--- src/rtl/nfc_pkg.sv ---
package nfc_pkg;
   localparam int DATA_W   = 8;
   localparam int BSEP_BIT = 3;

   localparam logic [DATA_W-1:0] CODE_CMD = 8'h91;
   localparam logic [DATA_W-1:0] CODE_ADR = 8'h92;
   localparam logic [DATA_W-1:0] CODE_DAT = 8'hB0;

   localparam int OFS_DATA  = 'h00;
   localparam int OFS_MODE  = 'h04;
   localparam int OFS_STAT  = 'h08;
   localparam int OFS_IMASK = 'h10;
   localparam int OFS_PULSE = 'h14;

   typedef enum logic [1:0] {ST_IDLE, ST_LOW, ST_HIGH} strobe_st_t;
   typedef enum logic [1:0] {LANE_NONE, LANE_CMD, LANE_ADR, LANE_DAT} lane_t;

   function automatic lane_t lane_of(input logic [DATA_W-1:0] code);
      logic [DATA_W-1:0] core;
      core = code & ~(DATA_W'(1) << BSEP_BIT);
      if (core == CODE_CMD)      return LANE_CMD;
      else if (core == CODE_ADR) return LANE_ADR;
      else if (core == CODE_DAT) return LANE_DAT;
      return LANE_NONE;
   endfunction
endpackage

--- src/rtl/nfc_regs.sv ---
module nfc_regs
   import nfc_pkg::*;
#(
   parameter int AW          = 5,
   parameter int PW_W        = 4,
   parameter int SYNC_STAGES = 2
) (
   input  logic              clk,
   input  logic              rst_n,
   input  logic              wr_en,
   input  logic [AW-1:0]     addr,
   input  logic [DATA_W-1:0] wdata,
   input  logic              nd_rdy,
   output logic [DATA_W-1:0] mode,
   output logic [PW_W-1:0]   pulse_w,
   output logic [DATA_W-1:0] rdata,
   output logic              irq
);
   generate
      if (SYNC_STAGES < 1) begin : g_bad_sync
         $error("SYNC_STAGES must be at least 1");
      end
      if (PW_W < 1 || PW_W > DATA_W) begin : g_bad_pw
         $error("PW_W must lie between 1 and DATA_W");
      end
   endgenerate

   logic [SYNC_STAGES-1:0] sync_q;
   logic                   prev_q;
   logic                   rise;
   logic                   stat_q;
   logic [DATA_W-1:0]      imask_q;

   generate
      if (SYNC_STAGES == 1) begin : g_sync1
         always_ff @(posedge clk) begin
            if (!rst_n) sync_q <= '1;
            else        sync_q <= nd_rdy;
         end
      end else begin : g_syncn
         always_ff @(posedge clk) begin
            if (!rst_n) sync_q <= '1;
            else        sync_q <= {sync_q[SYNC_STAGES-2:0], nd_rdy};
         end
      end
   endgenerate

   assign rise = sync_q[SYNC_STAGES-1] & ~prev_q;

   always_ff @(posedge clk) begin
      if (!rst_n) begin
         prev_q  <= 1'b1;
         stat_q  <= 1'b0;
         mode    <= '0;
         imask_q <= '0;
         pulse_w <= '0;
      end else begin
         prev_q <= sync_q[SYNC_STAGES-1];
         if (rise)
            stat_q <= 1'b1;
         else if (wr_en && addr == AW'(OFS_STAT) && wdata[0])
            stat_q <= 1'b0;
         if (wr_en && addr == AW'(OFS_MODE))  mode    <= wdata;
         if (wr_en && addr == AW'(OFS_IMASK)) imask_q <= wdata;
         if (wr_en && addr == AW'(OFS_PULSE)) pulse_w <= wdata[PW_W-1:0];
      end
   end

   always_comb begin
      case (addr)
         AW'(OFS_MODE):  rdata = mode;
         AW'(OFS_STAT):  rdata = {{(DATA_W-1){1'b0}}, stat_q};
         AW'(OFS_IMASK): rdata = imask_q;
         AW'(OFS_PULSE): rdata = DATA_W'(pulse_w);
         default:        rdata = '0;
      endcase
   end

   assign irq = stat_q & imask_q[DATA_W-1] & imask_q[0];

   assert_set_wins_R9: assert property (@(posedge clk) disable iff (!rst_n)
      rise |=> stat_q);
endmodule

--- src/rtl/nfc_strobe.sv ---
module nfc_strobe
   import nfc_pkg::*;
#(
   parameter int PW_W = 4
) (
   input  logic              clk,
   input  logic              rst_n,
   input  logic              start,
   input  logic              start_wr,
   input  logic [DATA_W-1:0] wbyte,
   input  logic [PW_W-1:0]   pulse_w,
   input  logic [DATA_W-1:0] nd_din,
   output logic              busy,
   output logic              is_wr,
   output logic              sample,
   output logic              finish,
   output logic [DATA_W-1:0] dout,
   output logic [DATA_W-1:0] rbyte,
   output logic              we_n,
   output logic              re_n,
   output logic              doe
);
   strobe_st_t      st_q;
   logic [PW_W-1:0] cnt_q;

   always_ff @(posedge clk) begin
      if (!rst_n) begin
         st_q  <= ST_IDLE;
         cnt_q <= '0;
         is_wr <= 1'b0;
         dout  <= '0;
         rbyte <= '0;
      end else begin
         case (st_q)
            ST_IDLE: if (start) begin
               st_q  <= ST_LOW;
               cnt_q <= (pulse_w == '0) ? '0 : pulse_w - PW_W'(1);
               is_wr <= start_wr;
               dout  <= wbyte;
            end
            ST_LOW: if (cnt_q == '0) begin
               st_q  <= ST_HIGH;
               rbyte <= nd_din;
            end else begin
               cnt_q <= cnt_q - PW_W'(1);
            end
            default: st_q <= ST_IDLE;
         endcase
      end
   end

   assign busy   = (st_q != ST_IDLE);
   assign sample = (st_q == ST_LOW) && (cnt_q == '0);
   assign finish = (st_q == ST_HIGH);
   assign we_n   = !((st_q == ST_LOW) && is_wr);
   assign re_n   = !((st_q == ST_LOW) && !is_wr);
   assign doe    = busy && is_wr;

   assert_strobe_excl_R5: assert property (@(posedge clk) disable iff (!rst_n)
      !(!we_n && !re_n));
   assert_drive_on_write_R11: assert property (@(posedge clk) disable iff (!rst_n)
      !we_n |-> doe);
   assert_high_after_low_R5: assert property (@(posedge clk) disable iff (!rst_n)
      finish |-> $past(sample));
endmodule

--- src/rtl/nfc_regseq.sv ---
module nfc_regseq
   import nfc_pkg::*;
#(
   parameter int AW          = 5,
   parameter int PW_W        = 4,
   parameter int SYNC_STAGES = 2
) (
   input  logic              clk,
   input  logic              rst_n,
   input  logic              hsel,
   input  logic              hwr,
   input  logic              hrd,
   input  logic [AW-1:0]     haddr,
   input  logic [7:0]        hwdata,
   output logic [7:0]        hrdata,
   output logic              hready,
   output logic              irq,
   output logic              nd_cle_n,
   output logic              nd_ale_n,
   output logic              nd_we_n,
   output logic              nd_re_n,
   output logic [7:0]        nd_dout,
   output logic              nd_doe,
   input  logic [7:0]        nd_din,
   input  logic              nd_rdy,
   output logic              nd_bsep_n,
   output logic              ecc_vld,
   output logic [7:0]        ecc_byte
);
   generate
      if (AW < 5) begin : g_bad_aw
         $error("AW must reach offset 0x14");
      end
   endgenerate

   logic              req, idle_ok, dat_hit, start_dat, start_reg;
   logic              s_busy, s_wr, s_sample, s_finish;
   logic [DATA_W-1:0] s_dout, s_rbyte, mode, reg_rdata;
   logic [PW_W-1:0]   pulse_w;
   logic              ack_q, dat_ack_q;
   lane_t             lane;

   assign req       = hsel && (hwr || hrd);
   assign idle_ok   = !ack_q && !s_busy;
   assign dat_hit   = (haddr == AW'(OFS_DATA));
   assign start_dat = req && idle_ok && dat_hit;
   assign start_reg = req && idle_ok && !dat_hit;

   nfc_regs #(.AW(AW), .PW_W(PW_W), .SYNC_STAGES(SYNC_STAGES)) u_regs (
      .clk(clk), .rst_n(rst_n), .wr_en(start_reg && hwr), .addr(haddr),
      .wdata(hwdata), .nd_rdy(nd_rdy), .mode(mode), .pulse_w(pulse_w),
      .rdata(reg_rdata), .irq(irq)
   );

   nfc_strobe #(.PW_W(PW_W)) u_strobe (
      .clk(clk), .rst_n(rst_n), .start(start_dat), .start_wr(hwr),
      .wbyte(hwdata), .pulse_w(pulse_w), .nd_din(nd_din), .busy(s_busy),
      .is_wr(s_wr), .sample(s_sample), .finish(s_finish), .dout(s_dout),
      .rbyte(s_rbyte), .we_n(nd_we_n), .re_n(nd_re_n), .doe(nd_doe)
   );

   always_ff @(posedge clk) begin
      if (!rst_n) begin
         ack_q     <= 1'b0;
         dat_ack_q <= 1'b0;
         hrdata    <= '0;
         ecc_vld   <= 1'b0;
         ecc_byte  <= '0;
      end else begin
         ack_q     <= start_reg || s_finish;
         dat_ack_q <= s_finish;
         if (start_reg && hrd)       hrdata <= reg_rdata;
         else if (s_finish && !s_wr) hrdata <= s_rbyte;
         ecc_vld <= s_sample && (lane == LANE_DAT);
         if (s_sample && lane == LANE_DAT)
            ecc_byte <= s_wr ? s_dout : nd_din;
      end
   end

   assign lane      = lane_of(mode);
   assign hready    = ack_q;
   assign nd_dout   = s_dout;
   assign nd_cle_n  = !(s_busy && s_wr && lane == LANE_CMD);
   assign nd_ale_n  = !(s_busy && s_wr && lane == LANE_ADR);
   assign nd_bsep_n = !mode[BSEP_BIT];

   assert_latch_excl_R2: assert property (@(posedge clk) disable iff (!rst_n)
      !(!nd_cle_n && !nd_ale_n));
   assert_ecc_single_R4: assert property (@(posedge clk) disable iff (!rst_n)
      ecc_vld |=> !ecc_vld);
   assert_ack_single_R7: assert property (@(posedge clk) disable iff (!rst_n)
      hready |=> !hready);
   assert_ack_after_strobe_R5: assert property (@(posedge clk) disable iff (!rst_n)
      (hready && dat_ack_q) |-> $past(nd_we_n && nd_re_n));
endmodule

--- config.mk ---
export PLATFORM = sky130hd
export DESIGN_NAME = nfc_regseq
export DESIGN_NICKNAME = d
export VERILOG_FILES = /design/src/rtl/nfc_pkg.sv /design/src/rtl/nfc_regs.sv /design/src/rtl/nfc_strobe.sv /design/src/rtl/nfc_regseq.sv
export SDC_FILE = /design/constraint.sdc
export NUM_CORES = 1
export LEC_CHECK = 0
export BUFFER_PORTS_ARGS = -buffer_cell sky130_fd_sc_hd__buf_4
export CAP_MARGIN = 20
export CELL_PAD_IN_SITES_DETAIL_PLACEMENT = 0
export CELL_PAD_IN_SITES_GLOBAL_PLACEMENT = 1
export CORE_MARGIN = 5
export CORE_UTILIZATION = 38
export CTS_CLUSTER_SIZE = 20
export DETAILED_ROUTE_END_ITERATION = 10
export PLACE_DENSITY = 0.8
export SLEW_MARGIN = 20
export SYNTH_ARGS = -nofsm -noshare
export SYNTH_HDL_FRONTEND = slang
export SYNTH_HIERARCHICAL = 1
export SYNTH_SLANG_ARGS = --single-unit
export TNS_END_PERCENT = 20
--- constraint.sdc ---
create_clock -name clk -period 2.1 [get_ports clk]
set_clock_uncertainty 0.15 [all_clocks]
set_input_delay 0.315 -clock clk [delete_from_list [all_inputs] [get_ports clk]]
set_output_delay 0.315 -clock clk [all_outputs]
set_load 0.02 [all_outputs]
==> impl_metrics.ini, run 1 <==
[finish]
final_cell_mix = 83 x buf_4, 63 x dfxtp_1, 51 x nand2_1
layout_commonest_cell = buf_4
areaGrowthSynthToFinish_pct = 29.4
fillers = 766
regArea_um2 = 1300
multi_input_area_um2 = 1770
postLayoutCellArea_um2 = 4100
diodes = 0
drive_gt1_share_pct = 32.0
final_nets = 438

[routing]
drt-wirelength-per-cell_um = 15.9
antenna_left = 0
route.detailed.drc = 0
vias = 2668
first_pass_iters = 4
finalWirelength_um = 8290
drt_iter0_drc = 115
routed_via_density = 5.13

[power_and_ir_drop]
p_leak_nw = 1.62
finalPower_mw = 2.68
ir_drop_mv = 0.413
powerDensity_nw_per_um2 = 654

[worst_setup_path]
cp_top_family = simple AND/OR/NAND/NOR gates
path_class = flop to flop
critPathBufInv = 1
critPathLaunch = u_strobe/st_q[1]
critical_path.max_fanout = 4
critical_path_required_ns = 2.21
crit_slowest_cell = or3b_4
startpoint_type = flop
worstPathCellList = nor2_2 > inv_1 > or3b_4 > a211oi_2 > and2_1 > nor4b_4 > and3_4 > mux2i_1
reg2reg_from = u_strobe/st_q[1]
endpoint_kind = flop
cpPeakStageDelay_ns = 0.37
arrival_ns = 2.27

[min_path]
hp-class = primary input to flop
min_from = hwdata[6]

[placement]
routabilityCongestion = 0.877
placed_cell_area_um2 = 3790
dp_hpwl_um = 6230
dp_slack_ns = -0.0869
io_buffers = 59

[timing]
tightest_slew_ns = 0.648
fmax_ghz = 0.463
grt_setup_unrepaired = yes
slew-limit-headroom_pct = 56.7
report.final.slew_viol_count = 0
setup_slack_ns = -0.0598
setup_viol = 22
min_period_ns = 2.16
fin_crit_sh_pct = 103
finalHoldViolCount = 0

[global_routing]
grt_pass1_wl_um = 13100
grt_pass1_vias = 2590
track_usage_pct = 16.3
grt_max_degree = 34
antenna_found_initial = 0
overflow = 0

[floorplan]
num_rows = 33
ios = 60
die_y_um = 101
dieArea_um2 = 10300
die_x_um = 101
core_region_area_um2 = 8180
initial_utilization_pct = 38.8

[clocking]
cts_root_buf = clkbuf_8
clk_latency_ns = 0.35
cts.sinks = 65
numCtsBuffers = 9
cts_tree = built
clock_path_buffers = 2
ctsHtreeMaxLevel = 3
clk_pin_slew_ns = 0.07

[logic_synthesis]
synth_top_family_by_area = simple AND/OR/NAND/NOR gates
synth_compound_area_share_pct = 16.3
netlist.area_leader.share_pct = 41.1
synth_xor_area_share_pct = 0
ys_types = 53
synthArstFlopShare_pct = 0
synth_enable_flop_cells = 0
synthFlopType = dfxtp_1
synth_nets = 363
synthAdderAreaFrac_pct = 0.395
yosys.area.top_type = dfxtp_1
syn_inst = 335
synth_area_leaders = dfxtp_1 41%, mux2i_1 14%, nand2_1 6.2%, a211oi_1 4.0%, a211oi_2 3.2%
syn-cell-area_um2 = 3170
yosysSeqAreaShare_pct = 41.1
ys_warn_count = 6
synth-simple-area-share_pct = 21.7
ys_ff_latch = 65
muxShareOfSynthArea_pct = 15.3
postSynthAreaPerCell_um2 = 9.46

[run_status]
status = complete, but fails checks
violations = setup timing

[job]
cap_violations = 0
-- cells in the mapped netlist (3+ instances only) --
cell	number
nand2b_1	5
o21ai_0	5
mux2_2	4
nand2_1	52
and3_1	3
and2_1	4
o21ai_1	3
a21oi_1	10
nor2_1	16
nor3_1	5
buf_2	5
a211oi_1	17
nand3b_1	4
buf_6	5
a21boi_1	3
nor4bb_1	3
a211oi_2	8
nor2b_1	11
clkbuf_1	6
a22oi_1	7
inv_1	8
dfxtp_1	65
mux2i_1	44
a21boi_0	9
-- timing repair --
action	in CTS	in global routing
setup buffers	2	0
pin swaps	2	4
gates cloned	0	0
hold buffers	1	0
hold endpoints to repair	1	0
setup endpoints to repair	28	45
gates resized for setup	9	5
-- stage by stage --
stage	utilization (%)	hold slack [ns]	setup TNS (ns)	instances
floorplan	-	0.236	-0.324	335
global placement	46.4	0.253	-0.756	501
detailed placement	46.4	0.248	-1.51	501
CTS	50.0	0.0803	-0.457	520
global route	50.2	0.0930	-4.36	520
finish	50.2	0.0894	-0.728	520
-- state kept, by name, summed over array words and instances, names as in the netlist, 2 cells and up --
register	flops
ecc_byte	8
u_regs/pulse_w	4
u_strobe/st_q	2
u_regs/sync_q	2
u_regs/imask_q	8
u_regs/mode	8
u_strobe/dout	8
hrdata	8
u_strobe/cnt_q	4
u_strobe/rbyte	8
-- power breakdown --
part	switching, mW	internal (mW)	total [mW]	leakage (nW)
Sequential	0.0110	1.25	1.26	0.527
Combinational	0.125	0.104	0.230	0.983
Clock	0.514	0.678	1.19	0.106
-- cell families (layout without fill, tap and decap cells) --
logic type                 count (synthesis)  in the layout
DFF                                       65             65
buffers and inverters                     29            109
and+or+nand+nor                          123            123
muxes                                     48             48
AOI/OAI and AO/OA                         69             69
adders and majority gates                  1              1
-- tightest hold or removal path, stage by stage --
cell	delay (ns)
buf_4	0.11
nand2_1	0.04
a21boi_0	0.06
-- layout make-up --
| cell class | instances | area share (%) |
|---|---|---|
| Clock buffer | 9 | 3.02 |
| Sequential cell | 65 | 31.8 |
| Clock inverter | 7 | 2.47 |
| Multi-Input combinational cell | 241 | 43.1 |
| Tap cell | 105 | 3.20 |
| Inverter | 8 | 0.732 |
| Timing Repair Buffer | 85 | 15.7 |
-- layer usage --
metal,vias up,track usage [%],share of wire (%)
met3,11,3.72,6.3
met2,78,25.9,46
li1,1339,-,-
met4,0,5.21,1.2
met5,-,0,0
met1,1240,21.9,46
-- final timing paths --
check        slack [ns]  cells after the start                end
min                0.09                      3   u_strobe/dout[6]
min reg2reg        0.27                      1   u_regs/sync_q[1]
max reg2reg       -0.06                      8  u_regs/pulse_w[1]
max               -0.06                      8  u_regs/pulse_w[1]
Note: power is estimated with default switching activity, not from simulation.
==> run 2, diff against run 1 <==
Settings changed: CELL_PAD_IN_SITES_DETAIL_PLACEMENT 0 to 1, PLACE_DENSITY 0.8 to 0.73.
==> run 2 against run 1 <==
The flow still finishes with violations (setup timing). Via count grew 2.7%. Cell area grew 0.27%. Sequential power is essentially flat. Combinational power grew 3%. Count of clock-buffer cells in the layout grew 3. Non-clock buffer count grew 1. Cell count grew 0.19%. Maximum frequency shrank 2.9%. Flip-flop and latch count is the same. Critical endpoint is now u_regs/imask_q[5]. Largest power group unchanged. Highest routed layer unchanged.
==> impl_metrics.ini, run 2 (same netlist as run 1, synthesis figures left out) <==
[timing]
fmax_ghz = 0.450
min_period_ns = 2.22
setup-tns-final_ns = -1.35
finalHoldViolCount = 0
grt_setup_unrepaired = yes
setup_slack_ns = -0.124
slew-limit-headroom_pct = 54.4
fin_crit_sh_pct = 106
tightest_slew_ns = 0.684
report.final.slew_viol_count = 0
setup_viol = 27

[clocking]
cts.sinks = 65
numCtsBuffers = 9
clock_path_buffers = 2
clk_pin_slew_ns = 0.08
ctsHtreeMaxLevel = 3
cts_root_buf = clkbuf_8
clk_latency_ns = 0.35
cts_tree = built

[worst_setup_path]
endpoint_kind = flop
r2r_end = u_regs/imask_q[5]
reg2reg_setup_slack_ns = -0.12
path_class = flop to flop
reg2reg_from = u_strobe/st_q[1]
startpoint_type = flop
critical_path_required_ns = 2.21
r2r_cells = 9
arrival_ns = 2.34
critical_path.max_fanout = 8

[finish]
final_nets = 439
diodes = 0
areaGrowthSynthToFinish_pct = 29.8
drive_gt1_share_pct = 33.4
layout_commonest_cell = buf_4
final_cell_mix = 82 x buf_4, 61 x dfxtp_1, 51 x nand2_1
fillers = 938

[global_routing]
grt_pass1_vias = 2873
antenna_found_initial = 0
grt_max_degree = 25
grt_pass1_wl_um = 15000
track_usage_pct = 19.0
overflow = 0

[floorplan]
num_rows = 33
die_x_um = 101
ios = 60
core_region_area_um2 = 8180
die_y_um = 101
initial_utilization_pct = 38.8
dieArea_um2 = 10300

[routing]
vias = 2739
drt_iter0_drc = 87
finalWirelength_um = 9430
drt-wirelength-per-cell_um = 18.1
route.detailed.drc = 0
antenna_left = 0
routed_via_density = 5.26
first_pass_iters = 4

[power_and_ir_drop]
ir_drop_mv = 0.315
p_leak_nw = 1.61
powerDensity_nw_per_um2 = 628

[placement]
dp_slack_ns = -0.135
io_buffers = 59
routabilityCongestion = 0.891
dp_hpwl_um = 6990

[run_status]
status = complete, but fails checks
violations = setup timing

[min_path]
hold_depth = 3
min_to = u_strobe/dout[4]
min_from = hwdata[4]
hp-class = primary input to flop

[job]
cap_violations = 0
[run 2: what timing repair did]
item                                   in CTS  in global routing
resized for setup                           9                 16
endpoints found under the hold margin       1                  0
pin swaps                                   3                  4
hold buffers                                1                  0
setup endpoints to repair                  42                 52
buffers inserted                            1                  0
[run 2: metal layers]
metal / vias to the layer above / part of all wire, % / track usage (%) / routed length, µm
met5: - / 0 / 0 / 0
met4: 0 / 1.2 / 5.73 / 110
met3: 13 / 5.0 / 5.58 / 471
met2: 62 / 47 / 30.5 / 4460
met1: 1333 / 46 / 24.6 / 4380
li1: 1331 / - / - / -
[run 2: how the worst max path moves through the flow]
stage | start | to | slack (ns) | depth (start not counted)
2_1_floorplan | u_strobe/st_q[1] | u_regs/pulse_w[0] | -0.04 | 9
3_3_place_gp | u_strobe/st_q[1] | u_regs/mode[1] | -0.05 | 9
3_5_place_dp | haddr[0] | u_regs/mode[0] | -0.14 | 9
4_1_cts | u_strobe/st_q[1] | u_regs/imask_q[5] | -0.13 | 9
5_1_grt | u_strobe/st_q[1] | u_regs/imask_q[3] | -0.23 | 9
6_report | u_strobe/st_q[1] | u_regs/imask_q[5] | -0.12 | 9
[run 2: through the flow]
stage	instances	total power [mW]	instance area (µm²)	hold slack (ns)	utilization (%)
after global routing	521	2.69	4110	0.0694	50.3
after CTS	521	2.61	4050	0.0579	49.6
after detailed placement	503	1.52	3800	0.246	46.5
after floorplan	335	1.40	3190	0.236	-
final	521	2.58	4110	0.0812	50.3
after global placement	503	1.51	3800	0.245	46.5
[run 2: power breakdown]
| group | internal (mW) | leakage, nW | switching (mW) |
|---|---|---|---|
| registers | 1.25 | 0.528 | 0.0114 |
| clock network | 0.584 | 0.0970 | 0.500 |
| logic | 0.106 | 0.981 | 0.132 |
| total | 1.94 | 1.61 | 0.643 |
[run 2: worst max-delay path: stages (launching register included)]
cell	delay, ns
dfxtp_2	0.34
nor2_4	0.12
inv_2	0.05
or3b_4	0.39
a211oi_4	0.18
and2_4	0.18
nor4b_4	0.23
buf_6	0.18
nand2_8	0.09
mux2i_2	0.24
[run 2: area by class of cell]
cell class	count	area (µm²)	area share, %
multi-input cells	241	1790	43.5
flip-flops and latches	65	1310	31.8
repair buffers	86	659	16.0
clock buffers	12	145	3.53
well taps	105	131	3.19
clock inverters	4	51.3	1.25
inverters	8	30.0	0.730
==> run 3, diff against run 2 <==
Settings changed: CORE_UTILIZATION 38 to 45, PLACE_DENSITY 0.73 to 0.81, SLEW_MARGIN 20 to default.
Clock period 2.1 ns to 2.6 ns, I/O delays scaled along.
==> run 3 against run 2 <==
The run now ends clean. Via count is 2.1% lower. Non-clock buffer count is 21 lower. Die area is 14% lower.
==> impl_metrics.ini, run 3 (same netlist as run 1, synthesis figures left out) <==
[worst_setup_path]
cp_num_cells = 9
path_class = flop to flop
arrival_ns = 2.54
critPathLaunch = u_strobe/st_q[1]
cp-endpoint = u_regs/imask_q[5]
r2r_end = u_regs/imask_q[5]
cpPeakStageDelay_ns = 0.43
cp_top_family = simple AND/OR/NAND/NOR gates
startpoint_type = flop
endpoint_kind = flop
worstPathCellList = nor2_2 > inv_1 > or3b_1 > a211oi_2 > and2_1 > nor4b_4 > buf_4 > nand2_4 > mux2i_2
crit_slowest_cell = or3b_1
r2r_cells = 9
critical_path.max_fanout = 8
reg2reg_setup_slack_ns = 0.13
reg2reg_from = u_strobe/st_q[1]
critical_path_required_ns = 2.67
critPathBufInv = 2

[placement]
place_inst = 474
dp_hpwl_um = 6870
dp_slack_ns = 0.0528
routabilityCongestion = 0.770
io_buffers = 59

[floorplan]
die_y_um = 93.9
num_rows = 30
core_region_area_um2 = 6830
initial_utilization_pct = 46.4
dieArea_um2 = 8820
die_x_um = 93.9
ios = 60

[routing]
finalWirelength_um = 9400
first_pass_iters = 4
vias = 2681
drt_iter0_drc = 78
route.detailed.drc = 0
drt-wirelength-per-cell_um = 19.1
routed_via_density = 5.46
antenna_left = 0

[min_path]
hp-class = primary input to flop

[finish]
drive_gt1_share_pct = 27.6
diodes = 0
areaGrowthSynthToFinish_pct = 21.9
fillers = 816
final_nets = 418
final_cell_mix = 65 x dfxtp_1, 65 x buf_4, 52 x nand2_1
final_cells = 491

[timing]
grt_setup_unrepaired = yes
report.final.slew_viol_count = 0
fin_crit_sh_pct = 95.0
fmax_ghz = 0.405
finalHoldViolCount = 0
tightest_slew_ns = 0.688
min_period_ns = 2.47
slew-limit-headroom_pct = 54.1
setup_viol = 0
setup_slack_ns = 0.131

[clocking]
ctsHtreeMaxLevel = 3
clk_pin_slew_ns = 0.07
clock_path_buffers = 2
cts_hold_buf = 0
cts_tree = built
cts_root_buf = clkbuf_8
clk_latency_ns = 0.34
cts.sinks = 65
numCtsBuffers = 9

[power_and_ir_drop]
p_leak_nw = 1.51
ir_drop_mv = 0.295
powerDensity_nw_per_um2 = 523

[global_routing]
antenna_found_initial = 0
grt_pass1_wl_um = 14700
grt_max_degree = 36
track_usage_pct = 21.4
overflow = 0
grt_pass1_vias = 2800

[run_status]
status = finished, final reports clean

[job]
cap_violations = 0
-- run 3: timing repair --
action                     CTS  global route
gates resized for setup      0             9
buffers inserted             0             1
hold endpoints to repair     0             0
setup endpoints to repair    0            32
-- run 3: routing by layer --
metal | global-route usage, % | part of all wire, % | vias up
met4 | 8.30 | 1.8 | 0
met2 | 35.2 | 49 | 53
met5 | 0 | 0 | -
met3 | 3.77 | 3.9 | 15
met1 | 27.7 | 45 | 1324
li1 | - | - | 1289
-- run 3: where the power goes --
| group | switching (mW) | internal, mW | total (mW) |
|---|---|---|---|
| combinational | 0.0998 | 0.0728 | 0.173 |
| clock | 0.385 | 0.442 | 0.827 |
| sequential | 0.00997 | 1.01 | 1.02 |
| total | 0.495 | 1.52 | 2.02 |
-- run 3: layout make-up --
cell class	instances	area (µm²)	share of cell area, %
Sequential cell	65	1300	33.7
Clock buffer	11	131	3.40
Multi-Input combinational cell	241	1740	44.9
Timing Repair Buffer	65	488	12.6
Clock inverter	5	56.3	1.46
Inverter	8	30.0	0.777
Tap cell	96	120	3.11
-- run 3: worst reg2reg max path, stage by stage, from the launching register on --
cell	delay, ns
dfxtp_1	0.36
nor2_2	0.16
inv_1	0.09
or3b_1	0.43
a211oi_2	0.18
and2_1	0.17
nor4b_4	0.27
buf_4	0.19
nand2_4	0.12
mux2i_2	0.22
-- run 3: how the worst min path moves through the flow --
stage / cells after the start / startpoint / end
after global routing: 2 / nd_rdy / u_regs/sync_q[0]
after floorplan: 1 / u_regs/sync_q[0] / u_regs/sync_q[1]
final: 2 / nd_rdy / u_regs/sync_q[0]
after CTS: 2 / nd_rdy / u_regs/sync_q[0]
after detailed placement: 1 / u_regs/sync_q[0] / u_regs/sync_q[1]
after global placement: 1 / u_regs/sync_q[0] / u_regs/sync_q[1]
-- run 3: through the flow --
step	hold slack (ns)	cell area, µm²	utilization [%]	setup TNS, ns	power, mW
final	0.0898	3860	56.5	0	2.02
after global routing	0.0847	3860	56.5	-0.0642	2.10
after CTS	0.0825	3820	56.0	0	2.04
after detailed placement	0.252	3630	53.2	0	1.21
after global placement	0.246	3630	53.2	0	1.21
after floorplan	0.236	3170	-	0	1.13
